**src/rtl/sfs_pkg.sv**
```systemverilog
package sfs_pkg;

    typedef enum logic [1:0] {
        FN_NONE = 2'd0,
        FN_UART = 2'd1,
        FN_SPI  = 2'd2,
        FN_I2C  = 2'd3
    } func_code_e;

    typedef enum logic [1:0] {
        ST_OPEN   = 2'd0,
        ST_LOCKED = 2'd1,
        ST_HELD   = 2'd2
    } slot_state_e;

    localparam int REG_W        = 8;
    localparam int NUM_FUNCS    = 3;
    localparam int CODE_W       = 2;
    localparam int ERR_BIT      = 3;
    localparam int PRES_LSB     = 4;
    localparam int LOCK_BIT     = 7;

endpackage

```
**src/rtl/sfs_ctrl_fsm.sv**
```systemverilog
module sfs_ctrl_fsm
    import sfs_pkg::*;
#(
    parameter logic [NUM_FUNCS-1:0] PRESENT = '1
) (
    input  logic              clk,
    input  logic              rst_n,
    input  logic              wr_en,
    input  logic [CODE_W-1:0] wr_code,
    input  logic              wr_lock,
    input  logic              set_hit,
    input  logic              clr_hit,
    output logic [CODE_W-1:0] sel,
    output logic              err,
    output logic              locked,
    output logic              held
);

    // Code 0 is always legal; code c maps to presence bit c-1.
    localparam logic [NUM_FUNCS:0] LEGAL = {PRESENT, 1'b1};

    slot_state_e state_q, state_d;
    logic        code_ok;

    assign code_ok = LEGAL[wr_code];

    always_comb begin
        state_d = state_q;
        unique case (state_q)
            ST_OPEN: begin
                if (set_hit)
                    state_d = ST_HELD;
                else if (wr_en && wr_lock && code_ok)
                    state_d = ST_LOCKED;
            end
            ST_LOCKED: begin
                if (set_hit)
                    state_d = ST_HELD;
            end
            ST_HELD: begin
                if (clr_hit && !set_hit)
                    state_d = ST_OPEN;
            end
            default: state_d = ST_OPEN;
        endcase
    end

    always_ff @(posedge clk or negedge rst_n) begin
        if (!rst_n)
            state_q <= ST_OPEN;
        else
            state_q <= state_d;
    end

    always_ff @(posedge clk or negedge rst_n) begin
        if (!rst_n) begin
            sel <= FN_NONE;
            err <= 1'b0;
        end else if (set_hit) begin
            sel <= FN_NONE;
            err <= 1'b0;
        end else if (state_q == ST_OPEN && wr_en) begin
            if (code_ok)
                sel <= wr_code;
            else
                err <= 1'b1;
        end
    end

    assign locked = (state_q == ST_LOCKED);
    assign held   = (state_q == ST_HELD);

endmodule

```
**src/rtl/sfs_irq_route.sv**
```systemverilog
module sfs_irq_route
    import sfs_pkg::*;
(
    input  logic                 irq_in,
    input  logic [CODE_W-1:0]    sel,
    output logic [NUM_FUNCS-1:0] irq_out
);

    for (genvar g = 0; g < NUM_FUNCS; g++) begin : g_route
        assign irq_out[g] = irq_in && (sel == CODE_W'(g + 1));
    end

endmodule

```
**src/rtl/sfs_top.sv**
```systemverilog
module sfs_top
    import sfs_pkg::*;
#(
    parameter int                   NUM_SLOTS = 4,
    parameter int                   SLOT_IDX  = 0,
    parameter logic [NUM_FUNCS-1:0] PRESENT   = '1
) (
    input  logic                 clk,
    input  logic                 rst_n,
    input  logic                 reg_wr,
    input  logic [REG_W-1:0]     reg_wdata,
    output logic [REG_W-1:0]     reg_rdata,
    input  logic                 rst_set_wr,
    input  logic                 rst_clr_wr,
    input  logic [NUM_SLOTS-1:0] rst_mask,
    output logic                 slot_rst,
    input  logic                 irq_in,
    output logic                 irq_uart,
    output logic                 irq_spi,
    output logic                 irq_i2c
);

    logic [CODE_W-1:0]    sel;
    logic                 err;
    logic                 locked;
    logic [NUM_FUNCS-1:0] irq_vec;
    logic                 set_hit;
    logic                 clr_hit;

    assign set_hit = rst_set_wr && rst_mask[SLOT_IDX];
    assign clr_hit = rst_clr_wr && rst_mask[SLOT_IDX];

    sfs_ctrl_fsm #(.PRESENT(PRESENT)) fsm_i (
        .clk     (clk),
        .rst_n   (rst_n),
        .wr_en   (reg_wr),
        .wr_code (reg_wdata[CODE_W-1:0]),
        .wr_lock (reg_wdata[LOCK_BIT]),
        .set_hit (set_hit),
        .clr_hit (clr_hit),
        .sel     (sel),
        .err     (err),
        .locked  (locked),
        .held    (slot_rst)
    );

    sfs_irq_route route_i (
        .irq_in  (irq_in),
        .sel     (sel),
        .irq_out (irq_vec)
    );

    assign irq_uart = irq_vec[FN_UART - 1];
    assign irq_spi  = irq_vec[FN_SPI - 1];
    assign irq_i2c  = irq_vec[FN_I2C - 1];

    always_comb begin
        reg_rdata                                 = '0;
        reg_rdata[CODE_W-1:0]                     = sel;
        reg_rdata[ERR_BIT]                        = err;
        reg_rdata[PRES_LSB +: NUM_FUNCS]          = PRESENT;
        reg_rdata[LOCK_BIT]                       = locked;
    end

endmodule

```
**config.mk**
```make
export PLATFORM = sky130hd
export DESIGN_NAME = sfs_top
export DESIGN_NICKNAME = d
export VERILOG_FILES = /design/src/rtl/sfs_pkg.sv /design/src/rtl/sfs_ctrl_fsm.sv /design/src/rtl/sfs_irq_route.sv /design/src/rtl/sfs_top.sv
export SDC_FILE = /design/constraint.sdc
export NUM_CORES = 1
export LEC_CHECK = 0
export CAP_MARGIN = 20
export CORE_AREA = 10 10 47 49
export CTS_BUF_LIST = sky130_fd_sc_hd__clkbuf_4 sky130_fd_sc_hd__clkbuf_8 sky130_fd_sc_hd__clkbuf_16
export CTS_CLUSTER_DIAMETER = 100
export DETAILED_ROUTE_END_ITERATION = 8
export DIE_AREA = 0 0 57 59
export GPL_ROUTABILITY_DRIVEN = 0
export PLACE_DENSITY_LB_ADDON = 0.15
export SLEW_MARGIN = 30
export SYNTH_ARGS = -nofsm -noshare
export SYNTH_HDL_FRONTEND = slang
export SYNTH_SLANG_ARGS = --single-unit
```
**constraint.sdc**
```tcl
create_clock -name clk -period 1.41 [get_ports clk]
set_input_delay 0.282 -clock clk [delete_from_list [all_inputs] [get_ports clk]]
set_output_delay 0.282 -clock clk [all_outputs]
set_load 0.05 [all_outputs]
```
**Word level (Yosys, flattened, before mapping)**

Index checks and enable logic that the tools add are counted.

- Input bits: 18
- ROM bits: 0
- Memories: 0
- RAM bits: 0
- Flip-flop bits (word level): 5
- Output and inout bits: 12
- Bits in latches: 0

- Equal/unequal tests: 9
- Divide/modulo/power cells: 0
- Muxes and demuxes: 13
- Reduce and logical (&&, ||, !) cells: 16
- Add/subtract/negate cells: 0
- Shift operators: 0
- $mul: 0
- $lt $le $gt $ge: 1
- Bitwise operators: 0

Operator list:

| kind | number |
|---|---|
| two-way mux 2 bit | 7 |
| logical AND 1 bit | 9 |
| equality test 2 bit (second input constant) | 3 |
| != test 2 x 1 -> 1 bit (second input constant) | 3 |
| case mux 2 bit (3 select lines) | 1 |
| equality test 2 x 1 -> 1 bit (second input constant) | 2 |
| two-way mux 1 bit | 4 |
| AND reduction 2 bit | 2 |
| nonzero test 2 bit | 2 |
| less-than comparator 2 x 3 -> 1 bit (second input constant) | 1 |
| != test 3 x 1 -> 1 bit (second input constant) | 1 |
| AND reduction 3 bit | 1 |
| binary-select mux 1 bit (select 2 bit) | 1 |
| zero test 2 bit | 1 |
| zero test 1 bit | 1 |

**Longest topological paths before layout**

Gate-level depths: netlist of the first run.

- Depth after elaboration: 6
- Mapped depth: 2
- Mapped depth without buffers: 2

**By module**

From an unflattened synthesis of the first run, not the netlist that was laid out.

- Cell total of the unflattened synthesis: 32
- Area, all modules: 317.8 um^2

Modules (own cells, without submodules):

| module | area an instance (um^2) | cells an instance | times used |
|---|---|---|---|
| sfs_ctrl_fsm | 227.7 | 19 | 1 |
| sfs_top | 65.1 | 10 | 1 |
| sfs_irq_route | 25.0 | 3 | 1 |

**Worst setup path before layout of the first run**

No wires, ideal clock.

- Kind: reg2out
- From: reg fsm_i.sel[0]
- To: out irq_uart
- Cell stages (with the launch flop): 3
- Buffers on the path: 0
- Slack: -0.262 ns
- Data required time: 1.128 ns
- Arrival time: 1.390 ns
- Cells stage by stage: dfrtp_1 -> nand2_1 -> nor2_1

- Longest elaborated chain between the ends: 2

RTL lines:

| element | line | source |
|---|---|---|
| start: declaration | sfs_ctrl_fsm.sv:13 | `output logic [CODE_W-1:0] sel,` |
| start signal: assignment | sfs_ctrl_fsm.sv:64 | `sel <= wr_code;` |
| equality test 2 x 1 -> 1 bit | sfs_irq_route.sv:10 | `assign irq_out[g] = irq_in && (sel == CODE_W'(g + 1));` |
| logical AND 1 bit | sfs_irq_route.sv:10 |  |
| end: declaration | sfs_top.sv:18 | `output logic irq_uart,` |

Every way passes these cells.

**Final worst setup path of the first run**

- From: reg fsm_i.sel[0]
- To: out irq_spi

- Longest elaborated chain between the ends: 2

RTL lines:

| element | line | source |
|---|---|---|
| equality test 2 bit | sfs_irq_route.sv:10 |  |
| logical AND 1 bit | sfs_irq_route.sv:10 |  |
| end: declaration | sfs_top.sv:19 | `output logic irq_spi,` |

Every way passes these cells.

==> results of run 1 <==
-- metal layers --
| layer | wire length (um) | vias up | part of all wire | global-route usage |
|---|---|---|---|---|
| met3 | 140 | 0 | 0.17 | 0.0536 |
| met4 | 0 | 0 | 0 | 0.0101 |
| li1 | - | 138 | - | - |
| met5 | 0 | - | 0 | 0 |
| met2 | 395 | 19 | 0.48 | 0.0760 |
| met1 | 282 | 131 | 0.34 | 0.0386 |
-- layout by cell type (no fill, tap or decap) --
cell             synthesis  routed
and2_1                   1       1
and3_2                   0       1
conb_1                   2       4
clkbuf_4                 0       4
nor3b_2                  1       1
mux2_1                   2       2
buf_4                    6       1
nor2b_2                  0       2
a211oi_1                 1       1
a22oi_1                  1       1
a21oi_1                  1       1
buf_12                   0       8
a21bo_1                  1       1
a21boi_0                 4       4
nand2_1                  2       2
dfrtp_1                  5       3
clkdlybuf4s50_1          0       8
and3b_2                  0       1
dlygate4sd2_1            0       1
nor2_2                   0       1
dfrtp_2                  0       2
-- kinds of logic after synthesis --
kind of cell,Yosys count
AOI/OAI and AO/OA,8
DFF,5
and+or+nand+nor,9
buffers and inverters,6
other,2
muxes,2
-- final cells by class --
| cell class | instances | area [um2] |
|---|---|---|
| fillers | 141 | 802 |
| flip-flops and latches | 5 | 128 |
| repair buffers | 18 | 256 |
| well taps | 16 | 20.0 |
| clock buffers | 4 | 30.0 |
| multi-input cells | 23 | 165 |
-- power by group --
part | total [W] | switching (W) | leakage, nW | internal [W]
Clock | 0.000180 | 0.0000544 | 0.0184 | 0.000126
Sequential | 0.000195 | 0.0000308 | 0.0625 | 0.000164
Combinational | 0.000308 | 0.000158 | 0.185 | 0.000150
-- worst reg2reg max path, delay by kind of cell, from the launching register on --
family | cells | cell delay [ns]
muxes | 1 | 0.35
DFF | 1 | 0.43
and+or+nand+nor | 1 | 0.25
-- timing repair --
action,in CTS,in global routing
pin swaps,1,0
setup endpoints to repair,2,3
gates resized for setup,1,3
-- sequential cells by signal (all words and copies together) (netlist names) --
signal	count
fsm_i.sel	2
fsm_i.err	1
fsm_i.state_q	2
-- stage by stage --
step	setup WS (ns)	hold WS, ns
after floorplan	-0.0643	-0.0136
after global placement	-0.0349	0.512
after detailed placement	-0.0553	0.512
after CTS	0.0294	0.257
after global routing	0.00386	0.262
final	0.0511	0.255
-- worst paths after layout --
check	to	depth (start not counted)	from	slack (ns)
max in group asynchronous	fsm_i.sel[0]	1	rst_n	0.96
min	fsm_i.sel[1]	1	rst_n	0.25
max reg2reg	fsm_i.sel[0]	2	fsm_i.state_q[1]	0.26
max	irq_spi	2	fsm_i.sel[0]	0.05
min in group clk	fsm_i.err	1	fsm_i.err	0.55
min reg2reg	fsm_i.err	1	fsm_i.err	0.55
==> impl_metrics.py, run 1 <==
metrics = {
    "outcome": {
        "outcome": "complete, no violations",
    },
    "synth": {
        "yosys-top-cells-area": "dfrtp_1 39%, buf_4 14%, a21boi_0 9.4%",
        "yosysMostFrequentCell": "buf_4",
        "netlist_area_um2": 318,
        "synth_top_area_cell": "dfrtp_1",
        "synth-main-ff-cell": "dfrtp_1",
        "yosys_warnings": 0,
        "async_flop_share": 1.00,
        "ys_seq_area_frac": 0.394,
        "ys_ff_latch": 5,
        "synthTopCellsByCount": "6 x buf_4, 5 x dfrtp_1, 4 x a21boi_0",
        "yosys.area.top_type_share": 0.394,
        "muxShareOfSynthArea": 0.0709,
        "synth_enable_flop_cells": 0,
        "synth_top_family_by_area": "compound AO/OA/AOI/OAI gates",
        "netlist_instances": 32,
        "synth_xor_area_frac": 0,
        "avgSynthCellArea_um2": 9.93,
        "synth_compound_area_frac": 0.189,
        "synth.distinct_cells": 16,
        "synthAdderAreaFrac": 0,
        "yosys.area_share.simple": 0.181,
    },
    "layout": {
        "fin_area_um2": 599,
        "diodes": 0,
        "nNetsFinal": 69,
        "area_growth_pct": 88.6,
        "final_cells": 66,
        "fin_util": 0.428,
        "drive_gt1_frac": 0.420,
    },
    "setup_path": {
        "cp.arrival_ns": 1.08,
        "cpPeakStageDelay_ns": 0.43,
        "cp_max_fo": 5,
        "required_ns": 1.13,
        "crit_path_start_kind": "flop",
        "worst-setup-path-type": "flop to output port",
        "path_buf_inv": 1,
        "path_cells": "and3b_2, buf_12",
        "critPathCaptureType": "output port",
        "cp_top_family": "flip-flops",
        "cp_slowest_cell": "dfrtp_2",
    },
    "placement": {
        "hpwl_um": 734,
        "dpl_cell_area_um2": 566,
        "io_buffers": 17,
        "dp_cells": 62,
    },
    "sta": {
        "timing.final.crit_share": 0.964,
        "setup_viol": 0,
        "rsz0062_at_grt": "no",
        "clock_skew_ns": 0.00445,
        "slew_violations": 0,
        "final.min_clock_period_ns": 1.36,
        "final.setup.tns_ns": 0,
        "finalHoldViolCount": 0,
        "fmax_mhz": 736,
    },
    "route": {
        "route.detailed.drc": 0,
        "wl_per_cell_um": 12.4,
        "vias": 288,
        "drt_first_pass_iters": 4,
        "drt_iter0_drc": 7,
        "antenna_left": 0,
        "finalWirelength_um": 818,
        "detail_route.vias_per_cell": 4.36,
    },
    "clock_network": {
        "cts.hold.buffers_added": 0,
        "insertion_delay_ns": 0.24,
        "post_cts_buffers": 0,
        "path_clk_slew_ns": 0.04,
        "htree_num_levels": 1,
        "cts_tree": "done",
        "numCtsBuffers": 3,
        "cts_root_buf": "clkbuf_4",
        "cts.sinks": 5,
        "clockBufferDepth": 2,
    },
    "global_routing": {
        "track_usage": 0.0474,
        "overflow": 0,
        "antenna_found_initial": 0,
        "grt_pass1_wl_um": 1260,
        "grt_pass1_vias": 300,
        "grt_max_degree": 7,
    },
    "floorplanning": {
        "dieArea_um2": 3360,
        "io_pins": 30,
        "die_x_um": 57,
        "start_util": 0.227,
        "row_count": 14,
        "die_y_um": 59,
        "core_um2": 1400,
    },
    "flow_run": {
        "maxCapViolCount": 0,
    },
    "pwr": {
        "powerDensity_nw_per_um2": 1140,
        "cellLeakagePower_nw": 0.266,
        "ir_drop_uv": 723,
        "power.total_w": 0.000683,
    },
    "hold_path": {
        "hp-class": "input pin to asynchronous set/reset pin",
    },
}
Note: power is estimated with default switching activity, not from simulation.
==> run 2, diff against run 1 <==
CTS_BUF_LIST = sky130_fd_sc_hd__clkbuf_16   (was sky130_fd_sc_hd__clkbuf_4 sky130_fd_sc_hd__clkbuf_8 sky130_fd_sc_hd__clkbuf_16)
SYNTH_HIERARCHICAL = 1   (was default)
==> impl_metrics.py, run 2 <==
metrics = {
    "outcome": {
        "outcome": "complete, no violations",
    },
    "route": {
        "antenna_left": 0,
        "drt_iter0_drc": 3,
        "vias": 264,
        "detail_route.vias_per_cell": 4.06,
        "wl_per_cell_um": 12.7,
        "route.detailed.drc": 0,
        "finalWirelength_um": 827,
        "drt_first_pass_iters": 2,
    },
    "pwr": {
        "ir_drop_uv": 1280,
        "seqPwrFrac": 0.197,
        "power_frac_comb": 0.315,
        "cellLeakagePower_nw": 0.298,
        "p_int_w": 0.000679,
        "p_switching_w": 0.000286,
        "switching_share": 0.296,
        "clockPowerShare": 0.488,
        "powerDensity_nw_per_um2": 1510,
    },
    "clock_network": {
        "clockBufferDepth": 2,
        "cts.hold.buffers_added": 0,
        "cts_tree": "done",
        "cts_root_buf": "clkbuf_16",
        "htree_num_levels": 1,
        "post_cts_buffers": 0,
        "insertion_delay_ns": 0.23,
        "cts.sinks": 5,
        "numCtsBuffers": 3,
        "post_cts_resized": 0,
        "path_clk_slew_ns": 0.04,
    },
    "layout": {
        "diodes": 0,
        "ff_latch_area_um2": 125,
        "fillers": 131,
        "fin_area_um2": 637,
        "nNetsFinal": 68,
        "multi_input_area_um2": 160,
        "area_growth_pct": 100,
        "drive_gt1_frac": 0.327,
        "largestRegisters": "fsm_i/sel x2, fsm_i/state_q x2, fsm_i/err x1",
        "final_cell_mix": "8 x clkdlybuf4s50_1, 8 x buf_12, 5 x dfrtp_1",
    },
    "floorplanning": {
        "die_x_um": 57,
        "start_util": 0.227,
        "io_pins": 30,
        "row_count": 14,
        "die_y_um": 59,
        "dieArea_um2": 3360,
        "core_um2": 1400,
    },
    "setup_path": {
        "cp.arrival_ns": 1.08,
        "r2r-end": "fsm_i/sel[0]",
        "worst-setup-path-type": "flop to output port",
        "cp_max_fo": 5,
        "required_ns": 1.13,
        "critPathCaptureType": "output port",
        "reg2reg_depth": 2,
        "crit_path_start_kind": "flop",
        "path_buf_inv": 1,
        "cp_top_family": "flip-flops",
        "r2r_slack_ns": 0.39,
        "r2r-start": "fsm_i/state_q[1]",
        "cp_slowest_cell": "dfrtp_1",
        "worst-path-stages": 2,
        "path_cells": "and3b_2, buf_12",
        "cpPeakStageDelay_ns": 0.43,
    },
    "sta": {
        "clock_skew_ns": 0.00306,
        "setup_viol": 0,
        "setup_ws_ns": 0.0438,
        "timing.final.crit_share": 0.969,
        "slew_violations": 0,
        "finalHoldViolCount": 0,
        "rsz0062_at_grt": "no",
        "fmax_mhz": 732,
        "final.min_clock_period_ns": 1.37,
        "final.setup.tns_ns": 0,
    },
    "placement": {
        "io_buffers": 17,
        "hpwl_um": 688,
        "dp_slack_ns": 0.0143,
        "dpl_cell_area_um2": 553,
    },
    "flow_run": {
        "maxCapViolCount": 0,
    },
    "global_routing": {
        "grt_pass1_wl_um": 1490,
        "track_usage": 0.0610,
        "grt_pass1_vias": 310,
        "overflow": 0,
        "antenna_found_initial": 0,
        "grt_max_degree": 8,
    },
    "synth": {
        "synth-main-ff-cell": "dfrtp_1",
        "yosys_warnings": 6,
        "synth.distinct_cells": 14,
        "netlist_area_um2": 318,
        "synth_top_area_cell": "dfrtp_1",
        "yosys-top-cells-area": "dfrtp_1 39%, buf_4 14%, nand2b_1 7.9%",
        "netlist_instances": 32,
        "synth_enable_flop_cells": 0,
        "yosys.area.top_type_share": 0.394,
        "avgSynthCellArea_um2": 9.93,
        "synthTopCellsByCount": "6 x buf_4, 5 x dfrtp_1, 4 x nand2b_1, 3 x nor2b_1",
        "ys_ff_latch": 5,
        "yosysMostFrequentCell": "buf_4",
        "async_flop_share": 1.00,
        "ys_seq_area_frac": 0.394,
    },
    "hold_path": {
        "hp-class": "input pin to asynchronous set/reset pin",
    },
}
## run 2: cell types whose count changed in the layout (fill, tap and decap cells not counted), sizes merged, moves of 2 or more
cell and delta:
a21boi -4, nand2b +4, mux2i +2, mux2 -2
nand2 -2
## run 2: stage by stage
step | utilization | total power, W | hold WS, ns | cells
2_1_floorplan | - | 0.000354 | -0.0136 | 34
3_3_place_gp | 0.395 | 0.000493 | 0.512 | 61
3_5_place_dp | 0.395 | 0.000499 | 0.525 | 61
4_1_cts | 0.451 | 0.000974 | 0.282 | 65
5_1_grt | 0.454 | 0.00100 | 0.295 | 65
6_report | 0.454 | 0.000965 | 0.275 | 65
## run 2: worst reg2reg max path, cell delays in order (launching register included)
cell and delay [ns]:
dfrtp_1 0.42, nor3b_2 0.30, mux2i_1 0.23
## run 2: area by class of cell
| cell class | count | area share |
|---|---|---|
| timing repair buffer | 17 | 0.397 |
| multi-input combinational | 23 | 0.251 |
| sequential | 5 | 0.196 |
| clock buffer | 3 | 0.118 |
| tap | 16 | 0.0314 |
| clock inverter | 1 | 0.00589 |
## run 2: power groups by stage
stage,Sequential (W),Clock (W),Combinational [W]
finish,0.000191,0.000471,0.000304
global route,0.000195,0.000486,0.000319
floorplan,0.000217,0,0.000137
CTS,0.000190,0.000477,0.000307
detailed placement,0.000192,0,0.000306
global placement,0.000190,0,0.000303
## run 2: logic make-up (layout without fill, tap and decap cells)
family,Yosys count,after routing,synth area share
DFF,5,5,0.394
AOI/OAI and AO/OA,2,2,0.0433
and+or+nand+nor,15,15,0.335
other,2,4,0.0236
muxes,2,2,0.0630
buffers and inverters,6,21,0.142
## run 2: metal layers
metal | vias up | track usage | share of wire
li1 | 130 | - | -
met5 | - | 0 | 0
met2 | 15 | 0.0884 | 0.46
met4 | 0 | 0.0805 | 0.058
met1 | 115 | 0.0525 | 0.37
met3 | 4 | 0.0343 | 0.11
## run 2: worst max path at each step
stage | startpoint | to | slack, ns
final | fsm_i/sel[1] | irq_uart | 0.04
after detailed placement | irq_in | irq_i2c | 0.01
after global placement | irq_in | irq_uart | 0.02
after CTS | irq_in | irq_i2c | 0.009
after global routing | fsm_i/sel[1] | irq_uart | 0.02
after floorplan | fsm_i/state_q[1] | slot_rst | 0.005
